<file path="src/rtl/eagu_pkg.sv">
package eagu_pkg;
  typedef enum logic [1:0] {
    MODE_IND = 2'b00,
    MODE_IDX = 2'b01,
    MODE_INC = 2'b10,
    MODE_DEC = 2'b11
  } mode_e;

  typedef enum logic [1:0] {
    SZ_BYTE = 2'b00,
    SZ_HALF = 2'b01,
    SZ_WORD = 2'b10,
    SZ_WRD2 = 2'b11
  } size_e;
endpackage

</file>
<file path="src/rtl/eagu_sext.sv">
module eagu_sext #(
  parameter int IN_W  = 16,
  parameter int OUT_W = 32
) (
  input  logic [IN_W-1:0]  val_i,
  output logic [OUT_W-1:0] ext_o
);
  generate
    if (IN_W >= OUT_W) begin : g_trunc
      assign ext_o = val_i[OUT_W-1:0];
    end else begin : g_ext
      localparam int PAD_W = OUT_W - IN_W;
      assign ext_o = {{PAD_W{val_i[IN_W-1]}}, val_i};
    end
  endgenerate
endmodule

</file>
<file path="src/rtl/eagu_step.sv">
module eagu_step
  import eagu_pkg::*;
#(
  parameter int W = 32
) (
  input  logic [1:0]   size_i,
  output logic [W-1:0] step_o
);
  always_comb begin
    step_o = '0;
    unique case (size_e'(size_i))
      SZ_BYTE: step_o[0] = 1'b1;
      SZ_HALF: step_o[1] = 1'b1;
      default: step_o[2] = 1'b1;
    endcase
  end
endmodule

</file>
<file path="src/rtl/eagu_addsub.sv">
module eagu_addsub #(
  parameter int W = 32
) (
  input  logic [W-1:0] a_i,
  input  logic [W-1:0] b_i,
  input  logic         sub_i,
  output logic [W-1:0] y_o
);
  // subtract as a + ~b + 1, wraps modulo 2^W
  logic [W-1:0] b_x;
  assign b_x = sub_i ? ~b_i : b_i;
  assign y_o = a_i + b_x + {{(W-1){1'b0}}, sub_i};
endmodule

</file>
<file path="src/rtl/eagu_top.sv">
module eagu_top
  import eagu_pkg::*;
#(
  parameter int ADDR_W = 32,
  parameter int OFF_W  = 16
) (
  input  logic              clk_i,
  input  logic              rst_ni,
  input  logic              valid_i,
  input  logic [1:0]        mode_i,
  input  logic [1:0]        size_i,
  input  logic [ADDR_W-1:0] base_i,
  input  logic [OFF_W-1:0]  offset_i,
  output logic              valid_o,
  output logic [ADDR_W-1:0] addr_o,
  output logic              wb_en_o,
  output logic [ADDR_W-1:0] wb_data_o
);
  mode_e             mode;
  logic [ADDR_W-1:0] off_ext, step, idx_sum, step_sum;
  logic [ADDR_W-1:0] addr_d, wb_d;
  logic              wb_en_d;

  assign mode = mode_e'(mode_i);

  eagu_sext #(.IN_W(OFF_W), .OUT_W(ADDR_W)) u_sext (
    .val_i (offset_i),
    .ext_o (off_ext)
  );

  eagu_step #(.W(ADDR_W)) u_step (
    .size_i (size_i),
    .step_o (step)
  );

  // index adder: base + offset
  eagu_addsub #(.W(ADDR_W)) u_idx_add (
    .a_i   (base_i),
    .b_i   (off_ext),
    .sub_i (1'b0),
    .y_o   (idx_sum)
  );

  // pointer adder: base +/- step
  eagu_addsub #(.W(ADDR_W)) u_ptr_add (
    .a_i   (base_i),
    .b_i   (step),
    .sub_i (mode == MODE_DEC),
    .y_o   (step_sum)
  );

  always_comb begin
    addr_d  = base_i;
    wb_d    = step_sum;
    wb_en_d = 1'b0;
    unique case (mode)
      MODE_IND: addr_d = base_i;
      MODE_IDX: addr_d = idx_sum;
      MODE_INC: begin
        addr_d  = base_i;  // access first, then update
        wb_en_d = 1'b1;
      end
      MODE_DEC: begin
        addr_d  = step_sum;  // update first, then access
        wb_en_d = 1'b1;
      end
    endcase
  end

  always_ff @(posedge clk_i or negedge rst_ni) begin
    if (!rst_ni) begin
      valid_o   <= 1'b0;
      wb_en_o   <= 1'b0;
      addr_o    <= '0;
      wb_data_o <= '0;
    end else begin
      valid_o <= valid_i;
      wb_en_o <= valid_i & wb_en_d;
      if (valid_i) begin
        addr_o    <= addr_d;
        wb_data_o <= wb_d;
      end
    end
  end
endmodule

</file>
<file path="config.mk">
export PLATFORM = sky130hd
export DESIGN_NAME = eagu_top
export DESIGN_NICKNAME = d
export VERILOG_FILES = /design/src/rtl/eagu_pkg.sv /design/src/rtl/eagu_sext.sv /design/src/rtl/eagu_step.sv /design/src/rtl/eagu_addsub.sv /design/src/rtl/eagu_top.sv
export SDC_FILE = /design/constraint.sdc
export NUM_CORES = 1
export LEC_CHECK = 0
export ABC_AREA = 1
export BUFFER_PORTS_ARGS = -buffer_cell sky130_fd_sc_hd__buf_2
export CORE_UTILIZATION = 50
export CTS_BUF_LIST = sky130_fd_sc_hd__clkbuf_4 sky130_fd_sc_hd__clkbuf_8 sky130_fd_sc_hd__clkbuf_16
export CTS_CLUSTER_DIAMETER = 200
export DETAILED_ROUTE_END_ITERATION = 8
export PLACE_DENSITY = 0.72
export SLEW_MARGIN = 40
export SYNTH_ARGS = -nofsm -noshare
export SYNTH_HDL_FRONTEND = slang
export SYNTH_SLANG_ARGS = --single-unit
</file>
<file path="constraint.sdc">
create_clock -name clk_i -period 1.51 [get_ports clk_i]
set_input_delay 0.302 -clock clk_i [delete_from_list [all_inputs] [get_ports clk_i]]
set_output_delay 0.302 -clock clk_i [all_outputs]
set_load 0.01 [all_outputs]
</file>
==> flow_metrics.tcl, run 1 <==
set metrics [dict create \
    fin_nets 1699 \
    cts_root_buf "clkbuf_16" \
    clk_pin_slew_worst_paths_ps 60 \
    netlist_instances 1244 \
    worstPathArrival_ps 2450 \
    cts_tree "done" \
    antenna_found_initial 0 \
    die_h_um 123 \
    hp-class "input pin to register" \
    cts_max_level 3 \
    avgRoutedWirePerCell_um 18.1 \
    final.setup.tns_ps -30560 \
    met1_usage_pct 51.1 \
    cp_top_family "simple AND/OR/NAND/NOR gates" \
    layout-drive-gt1-share_pct 35.8 \
    vias 10100 \
    outcome "finished, violations left" \
    critPathLaunch "mode_i[0]" \
    diodes 0 \
    synth-main-ff-cell "dfrtp_1" \
    yosys_warnings 0 \
    grt_pass1_wl_um 44600 \
    timing.critical_path.slowest_cell_delay_ps 330 \
    fin_util_pct 79.8 \
    synth_cell_type_count 36 \
    ys_ff_latch 66 \
    fillers 988 \
    cp_slowest_cell "ha_4" \
    die_area_um2 15100 \
    antenna_left 0 \
    p_per_area_nw_per_um2 756 \
    drv_cap 0 \
    routed_wl_um 32000 \
    rsz0062_at_grt "yes" \
    min_from "mode_i[1]" \
    yosysSeqAreaShare_pct 22.6 \
    violations "setup timing" \
    busiest_layer "met2" \
    power.leakage_nw 6.01 \
    initial_core_util_pct 51.9 \
    fmax_mhz 454 \
    grt_use_met3_pct 4.75 \
    drtIter0Drc 1261 \
    grt_util_met2_pct 63.7 \
    end_kind "register" \
    relSlewSlack_pct 72.1 \
    fin_worst_skew_ps 0 \
    grtUsageTotal_pct 38.6 \
    dp_slack_ps -972 \
    syn_area_um2 7320 \
    final_cell_mix "nand2_1, buf_4, inv_1" \
    rows 43 \
    overflow 0 \
    period_needed_ps 2200 \
    avgSynthCellArea_um2 5.88 \
    clk_latency_ps 350 \
    cp_max_fo 11 \
    cts_sinks 66 \
    finalMaxSlewViolations 0 \
    syn_to_final_growth_pct 53.6 \
    critical_path_buf_inv_count 5 \
    cts_inserted_buffers 9 \
    clockBufferDepth 2 \
    crit_type "input pin to register" \
    fin_crit_sh_pct 146 \
    hold_violations 0 \
    cp.required_ps 1760 \
    fin_ws_ps -692 \
    hpwl_um 21900 \
    layout_commonest_cell "nand2_1" \
    grt_pass1_vias 8919 \
    startpoint_type "input pin" \
    first_pass_iters 6 \
    io_pins 121 \
    max-vdd-ir-drop_mv 0.471 \
    synth_edf_count 0 \
    syn_nets 1363 \
    setup_viol 60 \
    port_buffers 120 \
    design.core.area_um2 14100 \
    die_w_um 123 \
    finalWeightedCongestion 0.971 \
    reg2reg_slack_ps 610 \
    r2r_start "addr_o[30]" \
    drcViolationCount 0 \
    worst_pin_slew_ps 413 \
    asyncSetResetFlopFracSynth_pct 100 \
    crit_chain "buf_8, nand2_8, inv_8, buf_12, ha_4, nand2_1, buf_4, nor2_1, nand2_1, nor2_1, nand2_2, nand2_2, nand2_2, nand3_2, nand3_2, nand2_1, inv_1" \
    whs_ps 286 \
    viasPerCell 5.72 \
    grt_max_degree 67 \
]
==> flip-flops by register name, summed over array words and instances, names as in the netlist <==
name,flops
wb_en_o,1
wb_data_o,32
valid_o,1
addr_o,32
==> final timing paths <==
kind                           endpoint  cells after the start
max                          addr_o[28]                     17
min                             wb_en_o                      4
max reg2reg                  addr_o[30]                      3
min reg2reg                wb_data_o[7]                      2
max in group asynchronous    addr_o[25]                      3
min in group asynchronous  wb_data_o[2]                      3
==> what timing repair did <==
action,in CTS,in global routing
hold endpoints to repair,40,0
gates resized for setup,152,80
buffers inserted,3,10
cloned,1,0
hold buffers,1,0
endpoints found under the setup margin,61,63
pin swaps,42,26
==> tightest hold or removal path: cells and delay by family <==
family                 cells  cell delay [ps]
buffers and inverters      3              250
AND/OR/NAND/NOR            1               50
==> metal layers <==
layer | vias up | share of wire, % | wire [µm]
met5 | - | 0 | 0
li1 | 4700 | - | -
met3 | 181 | 10 | 3310
met1 | 4541 | 39 | 12600
met2 | 681 | 45 | 14400
met4 | 0 | 5.5 | 1780
==> cell type report <==
cell class	count	area, µm²	area share, %
multi-input combinational	974	5950	52.9
timing repair buffer	347	2460	21.8
sequential	66	1650	14.7
inverter	182	691	6.14
clock buffer	9	225	2.00
tap	180	225	2.00
clock inverter	7	46.3	0.412
==> power by group <==
| group | leakage (nW) | total [mW] | internal [mW] | switching, mW |
|---|---|---|---|---|
| clock | 0.127 | 1.96 | 1.10 | 0.860 |
| combinational | 5.10 | 4.34 | 1.87 | 2.46 |
| sequential | 0.777 | 2.20 | 2.04 | 0.164 |
==> through the flow <==
stage                     cell area (µm²)  cells  total power [mW]
after global placement               9790   1735              5.72
final                               11200   1765              8.50
after CTS                           10800   1755              8.04
after floorplan                      7410   1244              4.05
after global routing                11200   1765              8.91
after detailed placement             9790   1735              5.77
==> synth_stat cells (3+ instances only) <==
| master | n | area (µm²) |
|---|---|---|
| nand3b_1 | 10 | 75.1 |
| xor2_1 | 12 | 105 |
| or2_1 | 4 | 25.0 |
| ha_1 | 62 | 776 |
| nand4_1 | 12 | 75.1 |
| a21oi_1 | 106 | 531 |
| buf_1 | 3 | 11.3 |
| or2_2 | 11 | 68.8 |
| o21bai_1 | 8 | 60.1 |
| nor3_1 | 9 | 45.0 |
| inv_1 | 179 | 672 |
| o21ai_1 | 5 | 25.0 |
| o21ai_0 | 63 | 315 |
| a31oi_1 | 4 | 25.0 |
| nor2_1 | 100 | 375 |
| dfrtp_1 | 66 | 1650 |
| clkbuf_1 | 18 | 67.6 |
| xnor2_1 | 3 | 26.3 |
| nand2_1 | 419 | 1570 |
| nand3_1 | 129 | 646 |
==> cell families (layout without fill, tap and decap cells) <==
group / Yosys count / count (layout) / share of synthesized area (%)
AND/OR/NAND/NOR: 701 / 701 / 40.1
XOR/XNOR: 15 / 15 / 1.80
AO/OA/AOI/OAI: 194 / 194 / 13.9
adder cells (fa/ha/maj): 64 / 64 / 11.1
flip-flops: 66 / 66 / 22.6
buffers and inverters: 204 / 545 / 10.5
Power figures use the tool's default switching activity.
==> run 2: changes to the inputs <==
--- a/config.mk
+++ b/config.mk
@@ -12,6 +12,7 @@
 export CTS_CLUSTER_DIAMETER = 200
 export DETAILED_ROUTE_END_ITERATION = 8
 export PLACE_DENSITY = 0.72
+export SKIP_LAST_GASP = 1
 export SLEW_MARGIN = 40
 export SYNTH_ARGS = -nofsm -noshare
 export SYNTH_HDL_FRONTEND = slang
==> flow_metrics.tcl, run 2 (synthesis gave the netlist of run 1 again) <==
set metrics [dict create \
    syn_to_final_growth_pct 52.6 \
    worst_pin_slew_ps 424 \
    clockBufferDepth 2 \
    clk_pin_slew_worst_paths_ps 70 \
    antenna_left 0 \
    p_per_area_nw_per_um2 760 \
    min_to "wb_en_o" \
    overflow 0 \
    clk_latency_ps 360 \
    r2r-end "addr_o[25]" \
    grt_max_degree 67 \
    hp-class "input pin to register" \
    fmax_mhz 434 \
    max-vdd-ir-drop_mv 0.492 \
    vias 10200 \
    period_needed_ps 2300 \
    violations "setup timing" \
    worstPathArrival_ps 2560 \
    layout-drive-gt1-share_pct 34.9 \
    viasPerCell 5.78 \
    io_pins 121 \
    die_area_um2 15100 \
    finalMaxSlewViolations 0 \
    finalWeightedCongestion 0.971 \
    layout_commonest_cell "nand2_1" \
    die_w_um 123 \
    r2r_cells 3 \
    hold_violations 0 \
    startpoint_type "input pin" \
    whs_ps 287 \
    avgRoutedWirePerCell_um 18.3 \
    cts_root_buf "clkbuf_16" \
    first_pass_iters 9 \
    cts_tree "done" \
    reg2reg_slack_ps 620 \
    design.core.area_um2 14100 \
    final_cell_area_um2 11200 \
    fin_ws_ps -792 \
    port_buffers 120 \
    grtUsageTotal_pct 38.5 \
    power.leakage_nw 5.97 \
    cts_max_level 3 \
    r2r_start "addr_o[25]" \
    cp_max_fo 11 \
    cts_sinks 66 \
    fin_crit_sh_pct 152 \
    place_area_um2 9790 \
    rows 43 \
    cp.required_ps 1760 \
    rsz0062_at_grt "yes" \
    setup_viol 60 \
    largest_registers "addr_o (32), wb_data_o (32)" \
    outcome "finished, violations left" \
    routed_wl_um 32300 \
    grt_pass1_vias 8928 \
    min_path_cells 4 \
    final_cell_mix "nand2_1, buf_4, inv_1" \
    min_from "mode_i[1]" \
    antenna_found_initial 0 \
    fin_nets 1697 \
    drv_cap 0 \
    relSlewSlack_pct 71.4 \
    fin_worst_skew_ps 0 \
    end_kind "register" \
    die_h_um 123 \
    cts_inserted_buffers 9 \
    diodes 0 \
    crit_type "input pin to register" \
    initial_core_util_pct 51.9 \
    drcViolationCount 0 \
    drtIter0Drc 1365 \
    grt_pass1_wl_um 44500 \
    hpwl_um 21900 \
]
run 2: per-layer routing:
metal	GRT usage, %	vias up	part of all wire (%)
met2	63.5	693	45
li1	-	4684	-
met1	51.0	4644	39
met5	0	-	0
met4	16.0	0	5.6
met3	4.38	177	11
run 2: layout make-up:
cell class | instances | area, µm²
Tap cell | 180 | 225
Clock inverter | 7 | 46.3
Timing Repair Buffer | 345 | 2420
Inverter | 182 | 691
Clock buffer | 9 | 225
Sequential cell | 66 | 1650
Fill cell | 1011 | 2930
Multi-Input combinational cell | 974 | 5900
run 2: how the worst max path moves through the flow:
| stage | start | to | slack [ps] | cells after the start |
|---|---|---|---|---|
| 2_1_floorplan | mode_i[1] | addr_o[12] | -780 | 17 |
| 3_3_place_gp | mode_i[1] | addr_o[29] | -910 | 18 |
| 3_5_place_dp | mode_i[1] | addr_o[13] | -970 | 16 |
| 4_1_cts | mode_i[0] | addr_o[12] | -480 | 17 |
| 5_1_grt | size_i[1] | addr_o[20] | -800 | 18 |
| 6_report | mode_i[1] | addr_o[28] | -790 | 17 |
run 2: worst max-delay path, stage by stage:
cell and delay (ps):
buf_6 110, nand2_8 100, inv_8 60, buf_12 160, ha_4 320, nand2_2 110, buf_4 160, nor2_1 230
nand2_1 170, nor2_1 200, nand2_2 130, nand2_1 110, nand2_2 60, nand3_1 130, nand3_1 90, nand2_1 70
inv_1 40
run 2: power by group:
part,total [mW],internal (mW),switching [mW],leakage (nW)
clock network,1.98,1.10,0.872,0.127
logic,4.32,1.86,2.46,5.07
registers,2.20,2.04,0.160,0.777
run 2: stage by stage:
stage	power [mW]	setup TNS, ps	util, %	cells	setup slack (ps)
floorplan	4.05	-32410	-	1244	-784
global placement	5.72	-49060	69.5	1735	-915
detailed placement	5.77	-51400	69.5	1735	-972
CTS	8.03	-21950	76.7	1755	-476
global route	8.92	-34750	79.2	1763	-799
finish	8.49	-30590	79.2	1763	-792
run 2: what timing repair did:
item,in CTS,in global routing
gates cloned,1,0
setup buffers,3,8
hold buffers,1,0
endpoints found under the setup margin,61,63
gates resized for setup,146,70
pin swaps,42,24
endpoints found under the hold margin,40,0
